### src/rtl/a429_pkg.sv
package a429_pkg;
  localparam int WORD_BITS = 32;
  localparam int HALF_BITS = 16;

  typedef logic [WORD_BITS-1:0] word_t;

  // w[0] is ARINC bit 1
  function automatic word_t pack_word(input logic [HALF_BITS-1:0] lo,
                                      input logic [HALF_BITS-1:0] hi);
    word_t w;
    for (int k = 0; k < 8; k++) w[k] = lo[7-k];
    for (int k = 0; k < 5; k++) w[8+k] = lo[11+k];
    for (int k = 0; k < 16; k++) w[13+k] = hi[k];
    w[29] = lo[9];
    w[30] = lo[10];
    w[31] = lo[8];
    return w;
  endfunction
endpackage

### src/rtl/a429_bit_timer.sv
module a429_bit_timer #(
  parameter int DIV_FAST = 10,
  parameter int DIV_SLOW = 80,
  localparam int CW = $clog2(DIV_SLOW)
) (
  input  logic clk_i,
  input  logic rst_ni,
  input  logic clr_i,
  input  logic run_i,
  input  logic slow_i,
  output logic drive_o,
  output logic end_o
);
  localparam logic [CW-1:0] LAST_F = CW'(DIV_FAST - 1);
  localparam logic [CW-1:0] LAST_S = CW'(DIV_SLOW - 1);
  localparam logic [CW-1:0] HALF_F = CW'(DIV_FAST / 2);
  localparam logic [CW-1:0] HALF_S = CW'(DIV_SLOW / 2);

  logic [CW-1:0] cnt_q;
  logic [CW-1:0] last, half;

  assign last    = slow_i ? LAST_S : LAST_F;
  assign half    = slow_i ? HALF_S : HALF_F;
  assign end_o   = run_i && (cnt_q == last);
  assign drive_o = run_i && (cnt_q < half);

  always_ff @(posedge clk_i or negedge rst_ni) begin
    if (!rst_ni)      cnt_q <= '0;
    else if (clr_i)   cnt_q <= '0;
    else if (end_o)   cnt_q <= '0;
    else if (run_i)   cnt_q <= cnt_q + 1'b1;
  end
endmodule

### src/rtl/a429_sequencer.sv
module a429_sequencer #(
  parameter int WORD_BITS = 32,
  parameter int GAP_BITS  = 4,
  localparam int TOTAL = WORD_BITS + GAP_BITS,
  localparam int BW    = $clog2(TOTAL)
) (
  input  logic                 clk_i,
  input  logic                 rst_ni,
  input  logic                 start_i,
  input  logic [WORD_BITS-1:0] word_i,
  input  logic                 bit_end_i,
  output logic                 busy_o,
  output logic                 in_data_o,
  output logic                 bit_o
);
  localparam logic [BW-1:0] LAST_BIT = BW'(TOTAL - 1);
  localparam logic [BW-1:0] NDATA    = BW'(WORD_BITS);

  logic                 run_q;
  logic [BW-1:0]        idx_q;
  logic [WORD_BITS-1:0] sh_q;

  assign busy_o    = run_q;
  assign in_data_o = run_q && (idx_q < NDATA);
  assign bit_o     = sh_q[0];

  always_ff @(posedge clk_i or negedge rst_ni) begin
    if (!rst_ni) begin
      run_q <= 1'b0;
      idx_q <= '0;
      sh_q  <= '0;
    end else if (start_i) begin
      run_q <= 1'b1;
      idx_q <= '0;
      sh_q  <= word_i;
    end else if (bit_end_i) begin
      sh_q <= {1'b0, sh_q[WORD_BITS-1:1]};
      if (idx_q == LAST_BIT) begin
        run_q <= 1'b0;
        idx_q <= '0;
      end else begin
        idx_q <= idx_q + 1'b1;
      end
    end
  end
endmodule

### src/rtl/a429_tx.sv
module a429_tx
  import a429_pkg::*;
#(
  parameter int DIV_FAST = 10,
  parameter int DIV_SLOW = 80,
  parameter int GAP_BITS = 4
) (
  input  logic                 clk_i,
  input  logic                 rst_ni,
  input  logic [HALF_BITS-1:0] data_i,
  input  logic                 wr_lo_i,
  input  logic                 wr_hi_i,
  input  logic                 par_en_i,
  input  logic                 par_even_i,
  input  logic                 slow_i,
  input  logic                 loop_en_i,
  output logic                 busy_o,
  output logic                 line_hi_o,
  output logic                 line_lo_o,
  output logic                 loop_hi_o,
  output logic                 loop_lo_o
);
  logic [HALF_BITS-1:0] lo_q;
  logic                 slow_q;
  logic                 start, busy, in_data, bit_val, drive, bit_end;
  word_t                raw, word;

  assign start = wr_hi_i && !busy;

  always_ff @(posedge clk_i or negedge rst_ni) begin
    if (!rst_ni) begin
      lo_q   <= '0;
      slow_q <= 1'b0;
    end else begin
      if (wr_lo_i && !busy) lo_q <= data_i;
      if (start)            slow_q <= slow_i;
    end
  end

  always_comb begin
    raw  = pack_word(lo_q, data_i);
    word = raw;
    if (par_en_i) word[WORD_BITS-1] = (^raw[WORD_BITS-2:0]) ^ ~par_even_i;
  end

  a429_bit_timer #(.DIV_FAST(DIV_FAST), .DIV_SLOW(DIV_SLOW)) u_timer (
    .clk_i   (clk_i),
    .rst_ni  (rst_ni),
    .clr_i   (start),
    .run_i   (busy),
    .slow_i  (slow_q),
    .drive_o (drive),
    .end_o   (bit_end)
  );

  a429_sequencer #(.WORD_BITS(WORD_BITS), .GAP_BITS(GAP_BITS)) u_seq (
    .clk_i     (clk_i),
    .rst_ni    (rst_ni),
    .start_i   (start),
    .word_i    (word),
    .bit_end_i (bit_end),
    .busy_o    (busy),
    .in_data_o (in_data),
    .bit_o     (bit_val)
  );

  logic tx_hi, tx_lo;
  assign tx_hi = drive && in_data && bit_val;
  assign tx_lo = drive && in_data && !bit_val;

  assign busy_o    = busy;
  assign line_hi_o = tx_hi && !loop_en_i;
  assign line_lo_o = tx_lo && !loop_en_i;
  assign loop_hi_o = tx_hi && loop_en_i;
  assign loop_lo_o = tx_lo && loop_en_i;
endmodule

### config.mk
export PLATFORM = sky130hd
export DESIGN_NAME = a429_tx
export DESIGN_NICKNAME = d
export VERILOG_FILES = /design/src/rtl/a429_pkg.sv /design/src/rtl/a429_bit_timer.sv /design/src/rtl/a429_sequencer.sv /design/src/rtl/a429_tx.sv
export SDC_FILE = /design/constraint.sdc
export NUM_CORES = 1
export LEC_CHECK = 0
export BUFFER_PORTS_ARGS = -buffer_cell sky130_fd_sc_hd__buf_4
export CORE_ASPECT_RATIO = 0.6
export CORE_MARGIN = 4
export CORE_UTILIZATION = 35
export CTS_BUF_LIST = sky130_fd_sc_hd__clkbuf_4 sky130_fd_sc_hd__clkbuf_8 sky130_fd_sc_hd__clkbuf_16
export DETAILED_ROUTE_END_ITERATION = 16
export MAX_ROUTING_LAYER = met4
export PLACE_DENSITY = 0.59
export SYNTH_ARGS = -nofsm -noshare
export SYNTH_HDL_FRONTEND = slang
export SYNTH_SLANG_ARGS = --single-unit
### constraint.sdc
create_clock -name clk_i -period 2.2 [get_ports clk_i]
set_input_delay 0.33 -clock clk_i [delete_from_list [all_inputs] [get_ports clk_i]]
set_output_delay 0.33 -clock clk_i [all_outputs]
set_load 0.03 [all_outputs]
==> metrics.md <==
| Metric | Value |
|---|---|
| Global-route wire length before repair | 11600 um |
| Hold/Removal Path Class | primary input to asynchronous set/reset pin |
| Chip Width | 128 um |
| Worst-Skew Late Latency | 330 ps |
| Core Box Area | 8130 um2 |
| Initial antenna violation count | 0 |
| Ant. Diodes | 0 |
| Clk sinks | 63 |
| FF/Latch Area | 1580 um2 |
| Max clock buf depth | 2 |
| Final nets | 361 |
| Worst-path fanout max | 3 |
| WP data arrival | 1880 ps |
| Final std cells w/o fill | 444 |
| Synth Cell Area | 3030 um2 |
| Placer Congestion | 0.821 |
| Syn Area/Cell | 10.2 um2 |
| Setup Crit Path Kind | register to output port |
| Share of post-route cells with drive strength above 1 | 0.247 |
| Hold_ws | 88.0 ps |
| Worst Setup Start Kind | register |
| Post-placement worst setup slack | 105 ps |
| Fill cells | 783 |
| Cts hold-fix bufs | 0 |
| Peak VDD IR | 0.529 mV |
| DR pass1 iterations | 6 |
| # H-tree levels | 3 |
| Setup repair after global routing missed its margin | true |
| Total Routing Usage GR | 0.153 |
| Die Ht | 80.0 um |
| Final-report max-slew violation count | 0 |
| Final cycle utilization of the critical path | 1.00 |
| Vias | 2274 |
| Post-DP Area | 3370 um2 |
| Wire length per cell | 15.7 um |
| Yosys top cell by area | dfrtp_1 |
| Pwr/cell area | 1200 nW/um2 |
| Final Hold Fails | 0 |
| Placed Cells | 426 |
| Most common cell after layout, fill and taps aside | nor2_1 |
| Syn Nets | 326 |
| Area growth, synth to finish | 23.6% |
| Register bit total from synthesis | 63 |
| Max Fclk | 453 MHz |
| PortBufs | 28 |
| Total die area | 10200 um2 |
| Violated checks | setup timing |
| Final setup skew | 4.42 ps |
| Io pins | 29 |
| Vias in the first global route | 2239 |
| Root Driver | clkbuf_16 |
| Minimum clock period | 2210 ps |
| Core Util, Final | 0.460 |
| Grt ovf | 0 |
| # rows | 25 |
| Yosys warns | 0 |
| Number of buffers created by CTS | 9 |
| Synth cell types | 37 |
| Post-DRT Antenna Nets | 0 |
| Final Setup Violations | 1 |
| Sequential cell area fraction in the yosys report | 0.521 |
| Area of the multi-input gates | 1440 um2 |
| CTS clock-pin slew for the worst setup and hold paths | 50 ps |
| Outcome | complete, but fails checks |
| Most frequent cells in the layout | 64 x nor2_1, 62 x dfrtp_1, 35 x buf_4, 30 x xnor2_1, 27 x o22ai_1 |
| Dpl hpwl | 4540 um |
| Top cells by area, synth | dfrtp_1 52%, xnor2_1 8.7%, nor2_1 8.1% |
| CTS tree | yes |
| DRC Markers | 0 |
| Critical Path End Type | output port |
| Leak Pwr | 0.00165 uW |
| Yosys top cell area share | 0.521 |
| Post-Syn Instances | 297 |
| Final Worst Setup Slack | -9.85 ps |
| Slew headroom | 0.467 |
| WL final | 6950 um |
| Slew @ Worst Pin | 800 ps |
| Worst EP required | 1870 ps |
| Max-cap violations | 0 |
| Vias/cell | 5.12 |
| 1st-iter DRT viols | 142 |
| Initial Util | 0.372 |
| Largest net degree at the start of global routing | 64 |
| Cell area after layout | 3740 um2 |
per-stage QoR:
stage	total power [uW]	TNS (ps)
floorplan	2670	-62.2
finish	4490	-9.85
global placement	2950	0
CTS	4480	-34.2
detailed placement	3000	0
global route	4810	-255
routing by layer:
metal | track usage | wire, um | vias to the layer above
li1 | - | - | 1102
met1 | 0.213 | 3620 | 1112
met2 | 0.201 | 2900 | 49
met3 | 0.0535 | 316 | 11
met4 | 0.0604 | 114 | 0
met5 | - | 0 | -
final timing paths:
check	start	to	slack, ps	cells past startpoint
max in group asynchronous	rst_ni	slow_q	1540	1
worst min-delay path	rst_ni	u_seq.sh_q[18]	90	1
min in group clk_i	slow_i	slow_q	210	3
worst min register to register	u_seq.sh_q[29]	u_seq.sh_q[29]	480	2
worst max register to register	slow_q	u_seq.idx_q[5]	400	6
worst max-delay path	u_timer.cnt_q[2]	line_hi_o	-10	6
cells by family (layout without fill, tap and decap cells):
logic type | count (synthesis) | after routing | share of synthesized area
simple gates | 104 | 104 | 0.146
compound gates | 57 | 57 | 0.121
mux | 17 | 17 | 0.0632
buf+inv | 15 | 54 | 0.0248
fa+ha+maj | 5 | 5 | 0.0207
xor+xnor | 36 | 36 | 0.104
flops | 63 | 63 | 0.521
cells in the mapped netlist, drive strengths merged:
cell type / count
nor2: 66
dfrtp: 63
xnor2: 30
o22ai: 27
nand2: 21
mux2: 17
o21ai: 12
buf: 7
clkbuf: 6
xor2: 6
and3: 5
ha: 5
a22oi: 4
a21oi: 3
nor3: 3
inv: 2
nand3: 2
o2111ai: 2
o31ai: 2
a21boi: 1
a22o: 1
a31oi: 1
a32o: 1
and4bb: 1
nand2b: 1
nor2b: 1
nor3b: 1
nor4: 1
nor4b: 1
o211a: 1
o211ai: 1
o31a: 1
or4: 1
what timing repair did:
action,in CTS,in global routing
pin swaps,1,3
setup endpoints to repair,4,4
resized for setup,11,3
buffers inserted,2,1
power by group:
group | leakage [uW] | internal [uW] | switching [uW]
Sequential | 0.000776 | 1590 | 339
Combinational | 0.000730 | 600 | 601
Clock | 0.000146 | 886 | 473
Total | 0.00165 | 3070 | 1410
worst max-delay path: stages, from the launching register on:
cell	delay, ps
dfrtp_1	420
ha_4	260
o31a_1	110
o21ai_2	200
a21boi_4	100
nor4b_2	270
buf_4	200
state kept, by name, summed over array words and instances (netlist names):
signal and flops:
u_seq.busy_o 1, u_seq.idx_q 6, u_seq.sh_q 32, lo_q 16, u_timer.cnt_q 7, slow_q 1
area by class of cell:
type                       count  share of cell area
clock buffer                  15              0.0772
tap                          108              0.0361
sequential                    63               0.422
inverter                       2             0.00201
multi-input combinational    219               0.384
timing repair buffer          37              0.0786
(Power assumes the default switching activity.)
